File: src/rtl/cac_pkg.sv
package cac_pkg;

    typedef enum logic [2:0] {
        ST_IDLE,
        ST_LOOK1,
        ST_LOOK2,
        ST_SWAP,
        ST_FILL,
        ST_WAIT
    } cac_state_e;

    localparam logic [1:0] KIND_NONE = 2'b00;
    localparam logic [1:0] KIND_HIT  = 2'b01;
    localparam logic [1:0] KIND_HIT2 = 2'b10;
    localparam logic [1:0] KIND_MISS = 2'b11;

endpackage

File: src/rtl/cac_line_array.sv
module cac_line_array #(
    parameter int IDX_W  = 4,
    parameter int TAG_W  = 13,
    parameter int DATA_W = 32
) (
    input  logic              clk,
    input  logic              rst_n,
    input  logic [IDX_W-1:0]  ra_idx,
    output logic              ra_vld,
    output logic              ra_reh,
    output logic [TAG_W-1:0]  ra_tag,
    output logic [DATA_W-1:0] ra_dat,
    input  logic [IDX_W-1:0]  rb_idx,
    output logic              rb_vld,
    output logic              rb_reh,
    output logic [TAG_W-1:0]  rb_tag,
    output logic [DATA_W-1:0] rb_dat,
    input  logic              wa_en,
    input  logic [IDX_W-1:0]  wa_idx,
    input  logic              wa_vld,
    input  logic              wa_reh,
    input  logic [TAG_W-1:0]  wa_tag,
    input  logic [DATA_W-1:0] wa_dat,
    input  logic              wb_en,
    input  logic [IDX_W-1:0]  wb_idx,
    input  logic              wb_vld,
    input  logic              wb_reh,
    input  logic [TAG_W-1:0]  wb_tag,
    input  logic [DATA_W-1:0] wb_dat
);

    localparam int LINES = 1 << IDX_W;
    localparam int ENT_W = 2 + TAG_W + DATA_W;

    logic [ENT_W-1:0] ent_q [LINES];

    always_ff @(posedge clk or negedge rst_n) begin
        if (!rst_n) begin
            for (int i = 0; i < LINES; i++) ent_q[i] <= '0;
        end else begin
            for (int i = 0; i < LINES; i++) begin
                if (wa_en && wa_idx == IDX_W'(i))
                    ent_q[i] <= {wa_vld, wa_reh, wa_tag, wa_dat};
                else if (wb_en && wb_idx == IDX_W'(i))
                    ent_q[i] <= {wb_vld, wb_reh, wb_tag, wb_dat};
            end
        end
    end

    assign {ra_vld, ra_reh, ra_tag, ra_dat} = ent_q[ra_idx];
    assign {rb_vld, rb_reh, rb_tag, rb_dat} = ent_q[rb_idx];

endmodule

File: src/rtl/cac_event_counters.sv
module cac_event_counters #(
    parameter int N_EV  = 3,
    parameter int CNT_W = 16
) (
    input  logic                        clk,
    input  logic                        rst_n,
    input  logic [N_EV-1:0]             inc,
    output logic [N_EV-1:0][CNT_W-1:0]  cnt
);

    for (genvar g = 0; g < N_EV; g++) begin : g_ev
        logic [CNT_W-1:0] c_q;
        always_ff @(posedge clk or negedge rst_n) begin
            if (!rst_n)      c_q <= '0;
            else if (inc[g]) c_q <= c_q + CNT_W'(1);
        end
        assign cnt[g] = c_q;
    end

endmodule

File: src/rtl/cac_cache.sv
module cac_cache
    import cac_pkg::*;
#(
    parameter int ADDR_W = 16,
    parameter int DATA_W = 32,
    parameter int IDX_W  = 4,
    parameter int CNT_W  = 16
) (
    input  logic              clk,
    input  logic              rst_n,
    input  logic              req_valid,
    input  logic [ADDR_W-1:0] req_addr,
    output logic              req_ready,
    output logic              rsp_valid,
    output logic [1:0]        rsp_kind,
    output logic [DATA_W-1:0] rsp_data,
    output logic              mem_req_valid,
    output logic [ADDR_W-1:0] mem_req_addr,
    input  logic              mem_rsp_valid,
    input  logic [DATA_W-1:0] mem_rsp_data,
    output logic [CNT_W-1:0]  cnt_hit,
    output logic [CNT_W-1:0]  cnt_hit2,
    output logic [CNT_W-1:0]  cnt_miss
);

    localparam int TAG_W = ADDR_W - IDX_W + 1;
    localparam logic [IDX_W-1:0] TOP_BIT = IDX_W'(1) << (IDX_W - 1);

    cac_state_e state_q, state_d;
    logic [ADDR_W-1:0] addr_q;
    logic              probed2_q;

    logic [IDX_W-1:0] idx_home, idx_buddy;
    logic [TAG_W-1:0] tag_req;

    assign idx_home  = addr_q[IDX_W-1:0];
    assign idx_buddy = idx_home ^ TOP_BIT;
    assign tag_req   = addr_q[ADDR_W-1:IDX_W-1];

    logic              a_vld, a_reh, b_vld, b_reh;
    logic [TAG_W-1:0]  a_tag, b_tag;
    logic [DATA_W-1:0] a_dat, b_dat;
    logic              wa_en, wa_vld, wa_reh, wb_en, wb_vld, wb_reh;
    logic [TAG_W-1:0]  wa_tag, wb_tag;
    logic [DATA_W-1:0] wa_dat, wb_dat;

    cac_line_array #(.IDX_W(IDX_W), .TAG_W(TAG_W), .DATA_W(DATA_W)) u_lines (
        .clk    (clk),
        .rst_n  (rst_n),
        .ra_idx (idx_home),
        .ra_vld (a_vld),
        .ra_reh (a_reh),
        .ra_tag (a_tag),
        .ra_dat (a_dat),
        .rb_idx (idx_buddy),
        .rb_vld (b_vld),
        .rb_reh (b_reh),
        .rb_tag (b_tag),
        .rb_dat (b_dat),
        .wa_en  (wa_en),
        .wa_idx (idx_home),
        .wa_vld (wa_vld),
        .wa_reh (wa_reh),
        .wa_tag (wa_tag),
        .wa_dat (wa_dat),
        .wb_en  (wb_en),
        .wb_idx (idx_buddy),
        .wb_vld (wb_vld),
        .wb_reh (wb_reh),
        .wb_tag (wb_tag),
        .wb_dat (wb_dat)
    );

    logic hit_a, hit_b;
    assign hit_a = a_vld && (a_tag == tag_req);
    assign hit_b = b_vld && (b_tag == tag_req);

    // state register
    always_ff @(posedge clk or negedge rst_n) begin
        if (!rst_n) begin
            state_q   <= ST_IDLE;
            addr_q    <= '0;
            probed2_q <= 1'b0;
        end else begin
            state_q <= state_d;
            if (state_q == ST_IDLE && req_valid) addr_q <= req_addr;
            if (state_q == ST_LOOK1) probed2_q <= 1'b0;
            if (state_q == ST_LOOK2) probed2_q <= 1'b1;
        end
    end

    // next state
    always_comb begin
        state_d = state_q;
        unique case (state_q)
            ST_IDLE:  if (req_valid) state_d = ST_LOOK1;
            ST_LOOK1: begin
                if (hit_a)      state_d = ST_IDLE;
                else if (a_reh) state_d = ST_FILL;
                else            state_d = ST_LOOK2;
            end
            ST_LOOK2: state_d = hit_b ? ST_SWAP : ST_FILL;
            ST_SWAP:  state_d = ST_IDLE;
            ST_FILL:  state_d = ST_WAIT;
            ST_WAIT:  if (mem_rsp_valid) state_d = ST_IDLE;
            default:  state_d = ST_IDLE;
        endcase
    end

    // outputs and array writes
    always_comb begin
        req_ready     = 1'b0;
        rsp_valid     = 1'b0;
        rsp_kind      = KIND_NONE;
        rsp_data      = '0;
        mem_req_valid = 1'b0;
        wa_en  = 1'b0; wa_vld = 1'b0; wa_reh = 1'b0; wa_tag = '0; wa_dat = '0;
        wb_en  = 1'b0; wb_vld = 1'b0; wb_reh = 1'b0; wb_tag = '0; wb_dat = '0;
        unique case (state_q)
            ST_IDLE:  req_ready = 1'b1;
            ST_LOOK1: if (hit_a) begin
                rsp_valid = 1'b1;
                rsp_kind  = KIND_HIT;
                rsp_data  = a_dat;
            end
            ST_LOOK2: if (hit_b) begin
                rsp_valid = 1'b1;
                rsp_kind  = KIND_HIT2;
                rsp_data  = b_dat;
            end
            ST_SWAP: begin
                wa_en = 1'b1; wa_vld = b_vld; wa_reh = 1'b0;  wa_tag = b_tag; wa_dat = b_dat;
                wb_en = 1'b1; wb_vld = a_vld; wb_reh = a_vld; wb_tag = a_tag; wb_dat = a_dat;
            end
            ST_FILL:  mem_req_valid = 1'b1;
            ST_WAIT:  if (mem_rsp_valid) begin
                rsp_valid = 1'b1;
                rsp_kind  = KIND_MISS;
                rsp_data  = mem_rsp_data;
                wa_en = 1'b1; wa_vld = 1'b1; wa_reh = 1'b0; wa_tag = tag_req; wa_dat = mem_rsp_data;
                if (probed2_q) begin
                    wb_en = 1'b1; wb_vld = a_vld; wb_reh = a_vld; wb_tag = a_tag; wb_dat = a_dat;
                end
            end
            default: ;
        endcase
    end

    assign mem_req_addr = addr_q;

    logic [2:0]             ev_inc;
    logic [2:0][CNT_W-1:0]  ev_cnt;
    assign ev_inc[0] = rsp_valid && (rsp_kind == KIND_HIT);
    assign ev_inc[1] = rsp_valid && (rsp_kind == KIND_HIT2);
    assign ev_inc[2] = rsp_valid && (rsp_kind == KIND_MISS);

    cac_event_counters #(.N_EV(3), .CNT_W(CNT_W)) u_cnt (
        .clk   (clk),
        .rst_n (rst_n),
        .inc   (ev_inc),
        .cnt   (ev_cnt)
    );

    assign cnt_hit  = ev_cnt[0];
    assign cnt_hit2 = ev_cnt[1];
    assign cnt_miss = ev_cnt[2];

    AST_REH_SKIP: assert property (@(posedge clk) disable iff (!rst_n)
        (state_q == ST_LOOK1 && !hit_a && a_reh) |=> (state_q == ST_FILL));
    AST_BUDDY_PROBE: assert property (@(posedge clk) disable iff (!rst_n)
        (state_q == ST_LOOK1 && !hit_a && !a_reh) |=> (state_q == ST_LOOK2));
    AST_SWAP_STALL: assert property (@(posedge clk) disable iff (!rst_n)
        (rsp_valid && rsp_kind == KIND_HIT2) |=> !req_ready);
    AST_FILL_PULSE: assert property (@(posedge clk) disable iff (!rst_n)
        mem_req_valid |=> !mem_req_valid);
    AST_ACCEPT_STALL: assert property (@(posedge clk) disable iff (!rst_n)
        (req_valid && req_ready) |=> !req_ready);
    AST_FILL_BUSY: assert property (@(posedge clk) disable iff (!rst_n)
        mem_req_valid |-> !req_ready);
    AST_HIT_COUNT: assert property (@(posedge clk) disable iff (!rst_n)
        (rsp_valid && rsp_kind == KIND_HIT) |=> cnt_hit == $past(cnt_hit) + CNT_W'(1));
    AST_MISS_HOLD: assert property (@(posedge clk) disable iff (!rst_n)
        !rsp_valid |=> $stable(cnt_miss));

endmodule

File: config.mk
export PLATFORM = sky130hd
export DESIGN_NAME = cac_cache
export DESIGN_NICKNAME = d
export VERILOG_FILES = /design/src/rtl/cac_pkg.sv /design/src/rtl/cac_line_array.sv /design/src/rtl/cac_event_counters.sv /design/src/rtl/cac_cache.sv
export SDC_FILE = /design/constraint.sdc
export NUM_CORES = 2
export LEC_CHECK = 0
export BUFFER_PORTS_ARGS = -buffer_cell sky130_fd_sc_hd__buf_2
export CAP_MARGIN = 10
export CORE_MARGIN = 2
export CORE_UTILIZATION = 30
export CTS_BUF_LIST = sky130_fd_sc_hd__clkbuf_8
export CTS_CLUSTER_DIAMETER = 50
export DETAILED_ROUTE_END_ITERATION = 10
export SKIP_CTS_REPAIR_TIMING = 1
export SYNTH_ARGS = -nofsm -noshare
export SYNTH_HDL_FRONTEND = slang
export SYNTH_SLANG_ARGS = --single-unit
export TNS_END_PERCENT = 10
File: constraint.sdc
create_clock -name clk -period 4.25 [get_ports clk]
set_input_delay 0.85 -clock clk [delete_from_list [all_inputs] [get_ports clk]]
set_output_delay 0.85 -clock clk [all_outputs]
set_load 0.02 [all_outputs]
# After elaboration in Yosys (flattened, before gate mapping)
# Index checks and enable logic that the tools add are counted.
word_totals:
  reg_bits: 820
  latchBits: 0
  ram_bits: 0
  rom_bits: 0
  in_bits: 52
  out_inout_bits: 101
  word_cells: 208
  memories: 0
classes:
  addsub: 3
  n_mul: 0
  n_div: 0
  order_cmp: 2
  eq_ne: 42
  shift: 0
  mux: 77
  bitwise: 3
  n_reduce_logical: 59
op_table:
  columns: ["operator", "n"]
  rows:
  - ["$mux W47", 36]
  - ["$bmux W47 S4", 2]
  - ["$mux W32", 5]
  - ["$pmux W32 S2", 2]
  - ["$pmux W32 S3", 1]
  - ["$eq A4 B4 Y1 const B", 16]
  - ["$pmux W13 S2", 2]
  - ["$add A16 B1 Y16 const B", 3]
  - ["$mux W13", 3]
  - ["$logic_and A1 B1 Y1", 38]
  - ["$reduce_bool A2 Y1", 17]
  - ["$eq A4 B3 Y1 const B", 8]
  - ["$eq A13 B13 Y1", 2]
  - ["$eq A4 B2 Y1 const B", 4]
  - ["$mux W3", 5]
  - ["$pmux W3 S5", 1]
  - ["$mux W1", 12]
  - ["$ge A5 B5 Y1 const B", 2]
  - ["$not A4 Y5", 2]
  - ["$eq A4 B1 Y1 const B", 2]
  - ["$logic_not A4 Y1", 2]
  - ["$pmux W1 S2", 4]
  - ["$eq A3 B2 Y1 const B", 2]
  - ["$eq A3 B3 Y1 const B", 2]
  - ["10 further kinds", 13]

# Longest topological paths before layout
logic_depth:
  ltp_word: 11
  mapped_depth: 14
  mapped_depth_nobuf: 9

# Cells and area by module
# A second synthesis with hierarchy kept.
unflattened:
  hier_cells: 5815
  hier_area_um2: 53580.1
modules_own_cells:
  columns: ["module", "n_inst", "cells_per_inst", "area_per_inst_um2", "seq_area_each_um2"]
  rows:
  - ["cac_line_array", 1, 5358, 48980.7, 18818.0]
  - ["cac_cache", 1, 291, 2547.4, 500.5]
  - ["cac_event_counters", 1, 166, 2052.0, 1201.2]

# Worst setup path after synthesis
# No wires, ideal clock.
synth_timing:
  path_kind: "register -> output"
  from: "reg addr_q[1], in the netlist mem_req_addr[1]"
  to: "out rsp_data[0]"
  arrival_ps: 3161
  t_required_ps: 3400
  setup_slack_ps: 239
  path_stages_with_launch: 14
  path_buffers: 5
  path_cell_list: "dfrtp_1 buf_6 buf_2 buf_2 buf_1 a211oi_1 a211oi_1 mux2i_1 xor2_1 o2111ai_1 o32ai_2 buf_2 a22oi_1 nand2_1"
synth_via:
  elab_chain_len: 8
  elab_cells_between_ends: 15
  cone_classes: "eq/ne: 2; mux: 9; bitwise: 2; reduce/logical: 2"
synth_rtl:
  columns: ["element", "line", "source"]
  rows:
  - ["start, declared", "cac_cache.sv:30", "logic [ADDR_W-1:0] addr_q;"]
  - ["start signal, assigned", "cac_cache.sv:86", "if (state_q == ST_IDLE && req_valid) addr_q <= req_addr;"]
  - ["$not A4 Y5, on equally long branches", "cac_line_array.sv:51, cac_line_array.sv:50", null]
  - ["$bmux W47 S4, on equally long branches", "cac_line_array.sv:51, cac_line_array.sv:50", null]
  - ["$mux W47, on equally long branches (2 in series)", "cac_line_array.sv:51, cac_line_array.sv:50", null]
  - ["$eq A13 B13 Y1, on equally long branches", "cac_cache.sv:76, cac_cache.sv:75", null]
  - ["$logic_and A1 B1 Y1, on equally long branches", "cac_cache.sv:76, cac_cache.sv:75", null]
  - ["$mux W32, on equally long branches", "cac_cache.sv:126, cac_cache.sv:121", null]
  - ["$pmux W32 S3 *", "cac_cache.sv:119", "unique case (state_q)"]
  - ["end, declared", "cac_cache.sv:16", "output logic [DATA_W-1:0] rsp_data,"]
# Mark *: on every way between the ends. The rest lies on a longest branch, timed or not. The select of a mux whose other input is x is not followed.

# Worst setup path in the final report
layout_timing:
  from: "reg addr_q[1], in the netlist mem_req_addr[1]"
  to: "out rsp_data[23]"
# Same word-level chain as after synthesis.

==> flow_metrics.env <==
export IMPL_min_path_type="input pin to flip-flop"
export IMPL_p_clk_share_pct=27.4
export IMPL_maxCapViolations=0
export IMPL_overflow=0
export IMPL_avgSynthCellArea_um2=10.7
export IMPL_die_h_um=374
export IMPL_switching_power_mw=11.1
export IMPL_crit_chain="buf_12, buf_12, mux2_4, o32ai_2, a211o_1, xnor2_2, or4_1, a2111o_1, o32ai_4, buf_12, clkbuf_16, a22oi_1, nand2_1, buf_4"
export IMPL_cts_made_buffers=147
export IMPL_synth_warnings=0
export IMPL_syn_num_nets=3885
export IMPL_power_density_mw_per_mm2=574
export IMPL_initial_core_util_pct=30.3
export IMPL_dp_hpwl_um=101000
export IMPL_cp_slowest_cell="dfrtp_4"
export IMPL_reg2reg_slack_ns=0.22
export IMPL_pwr_share_seq_pct=35.3
export IMPL_arrival_ns=4.40
export IMPL_holdPathStages=3
export IMPL_dp_slack_ns=-0.124
export IMPL_route_vias_total=37400
export IMPL_detail_route_antenna_nets=0
export IMPL_final_min_clock_period_ns=5.25
export IMPL_r2r_cells=13
export IMPL_power_mw=28.5
export IMPL_grt_pass1_vias=36500
export IMPL_cts_root_buf="clkbuf_8"
export IMPL_status="finished with violations"
export IMPL_p_leak_nw=21.1
export IMPL_vdd_drop_max_v=0.000544
export IMPL_antenna_found_initial=6
export IMPL_clk_pin_slew_ns=0.06
export IMPL_setup_viol=35
export IMPL_whs_ns=0.218
export IMPL_rsz0062_at_grt="yes"
export IMPL_dieArea_mm2=0.140
export IMPL_seq_area_frac_synth_pct=49.8
export IMPL_drv_slew=0
export IMPL_cp_top_family="compound AO/OA/AOI/OAI gates"
export IMPL_cts_tree="built"
export IMPL_violations="setup timing"
export IMPL_portBuffers=152
export IMPL_wire_per_inst_um=29.7
export IMPL_drc_errors=0
export IMPL_internal_power_mw=17.5
export IMPL_ys_dominant_reg_cell="dfrtp_1"
export IMPL_synthCells=3830
export IMPL_clock_fmax_mhz=190
export IMPL_num_io_pins=153
export IMPL_crit_buf_inv=5
export IMPL_worst_slew_pin_slew_ns=1.44
export IMPL_clock_skew_ns=0.0695
export IMPL_swShare_pct=38.8
export IMPL_grt_use_total_pct=24.3
export IMPL_grt_max_degree=123
export IMPL_dr_first_iter_drc_count=5534
export IMPL_nets=4139
export IMPL_core_area_mm2=0.136
export IMPL_crit_path_end_kind="output pin"
export IMPL_grt_pass1_wl_um=254000
export IMPL_start_kind="flip-flop"
export IMPL_synth_commonest_cells="820 x dfrtp_1, 604 x o21ai_0, 593 x a22oi_1, 331 x nand2_1, 326 x clkbuf_1"
export IMPL_critical_path_max_stage_delay_ns=0.55
export IMPL_htreeDepth=4
export IMPL_die_w_um=374
export IMPL_wl_um=178000
export IMPL_area_growth_syn_to_layout_pct=20.6
export IMPL_synth_edf_count=0
export IMPL_yosysTopAreaCellShare_pct=49.8
export IMPL_slew_headroom_pct=4.13
export IMPL_finalHoldViolations=0
export IMPL_startpoint="mem_req_addr[1]"
export IMPL_synthTopCellsByArea="dfrtp_1 50%, a22oi_1 11%, mux4_2 8.5%"
export IMPL_drive_gt1_share_pct=25.4
export IMPL_synth_top_cell_by_area="dfrtp_1"
export IMPL_placed_cell_area_mm2=0.0459
export IMPL_syn_cell_area_mm2=0.0412
export IMPL_first_pass_iters=6
export IMPL_synth_seq_cells=820
export IMPL_setup_ws_ns=-1.00
export IMPL_cp_depth=14
export IMPL_stdcell_area_mm2=0.0497
export IMPL_min_from="req_addr[13]"
export IMPL_critical_path_class="flip-flop to output pin"
export IMPL_critPathRequiredTime_ns=3.40
export IMPL_comb_power_share_pct=37.2
export IMPL_clock_latency_ns=0.91
export IMPL_cp_common_cell="buf_12"
export IMPL_worstPathMaxFanout=16
export IMPL_finalWeightedCongestion=0.941
export IMPL_clock_path_buffers=3
export IMPL_viasPerCell=6.25
export IMPL_row_count=135
export IMPL_period_share_pct=124
export IMPL_yosysUniqueCellTypes=71
export IMPL_timing_rr_start="mem_req_addr[1]"
export IMPL_yosysMostFrequentCell="dfrtp_1"
export IMPL_synthArstFlopShare_pct=100
export IMPL_cts_sinks=820
-- cell usage in the layout (no fill, tap or decap), types with 6 or more instances in the layout --
master,n
a211oi_1,31
a211oi_2,14
a21boi_0,32
a21oi_1,28
a221o_1,16
a22o_1,17
a22oi_1,583
a22oi_2,10
a2bb2oi_1,6
and2_1,8
and3_1,9
buf_12,42
buf_2,124
buf_4,319
buf_6,23
clkbuf_8,190
clkinv_2,8
clkinvlp_4,6
dfrtp_1,816
inv_1,91
mux2_2,62
mux2i_1,77
mux4_2,156
nand2_1,315
nand2_2,17
nand2b_1,8
nand3_1,41
nand4_1,25
nor2_1,118
nor2_4,26
nor2b_1,8
nor3_1,14
o21ai_0,604
o221ai_1,150
o22ai_1,25
xnor2_1,49
xor2_1,18
-- worst min-delay path, delay by kind of cell --
kind	cells	cell delay, ns
AO/OA/AOI/OAI	1	0.05
AND/OR/NAND/NOR	1	0.04
buffers and inverters	1	0.08
-- layer usage --
metal	GRT usage [%]	wire, µm	vias up
met5	0	12	-
met1	32.7	69100	18800
met3	6.61	22000	588
li1	-	-	15200
met2	35.9	77300	2813
met4	12.2	9440	2
-- registers in the layout (all words and copies together), names as in the netlist --
register	count
u_lines.ent_q	752
u_cnt.g_ev.c_q	48
state_q	3
probed2_q	1
mem_req_addr	16
-- power by group through the flow --
stage          clock network, mW  registers [mW]  logic, mW
3_3_place_gp                   0            10.1       9.94
3_5_place_dp                   0            10.1       10.1
2_1_floorplan                  0            9.80       6.19
5_1_grt                     8.30            10.1       11.2
6_report                    7.82            10.1       10.6
4_1_cts                     7.92            10.0       10.1
-- stage by stage --
stage	cells	TNS (ns)	util (%)
after detailed placement	5690	-3.45	33.8
after CTS	5959	-37.19	36.1
final	5987	-33.75	36.6
after global placement	5690	-1.42	33.8
after floorplan	3830	0	-
after global routing	5986	-36.19	36.6
-- kinds of logic (layout without fill, tap and decap cells) --
logic type | count (synthesis) | count (layout) | share of synthesized area (%)
buf+inv | 456 | 830 | 4.52
xor+xnor | 69 | 69 | 1.47
compound gates | 1564 | 1564 | 25.4
flops | 820 | 820 | 49.8
simple gates | 619 | 619 | 6.46
fa+ha+maj | 3 | 3 | 0.0912
other cells | 0 | 2 | 0
mux | 299 | 299 | 12.2
-- layout make-up --
class	count	area (µm²)
inverters	44	168
multi-input cells	2554	19300
clock buffers	190	2620
fillers	13500	86100
diodes	2	5.00
flip-flops and latches	820	20500
clock inverters	79	477
well taps	1781	2230
repair buffers	517	4320
-- worst paths after layout --
check,to
max,rsp_data[23]
min in group asynchronous,mem_req_addr[11]
min reg2reg,u_cnt.g_ev[1].c_q[15]
max in group asynchronous,u_lines.ent_q[386]
min,mem_req_addr[13]
max reg2reg,u_cnt.g_ev[1].c_q[1]
Note: power is estimated with default switching activity, not from simulation.
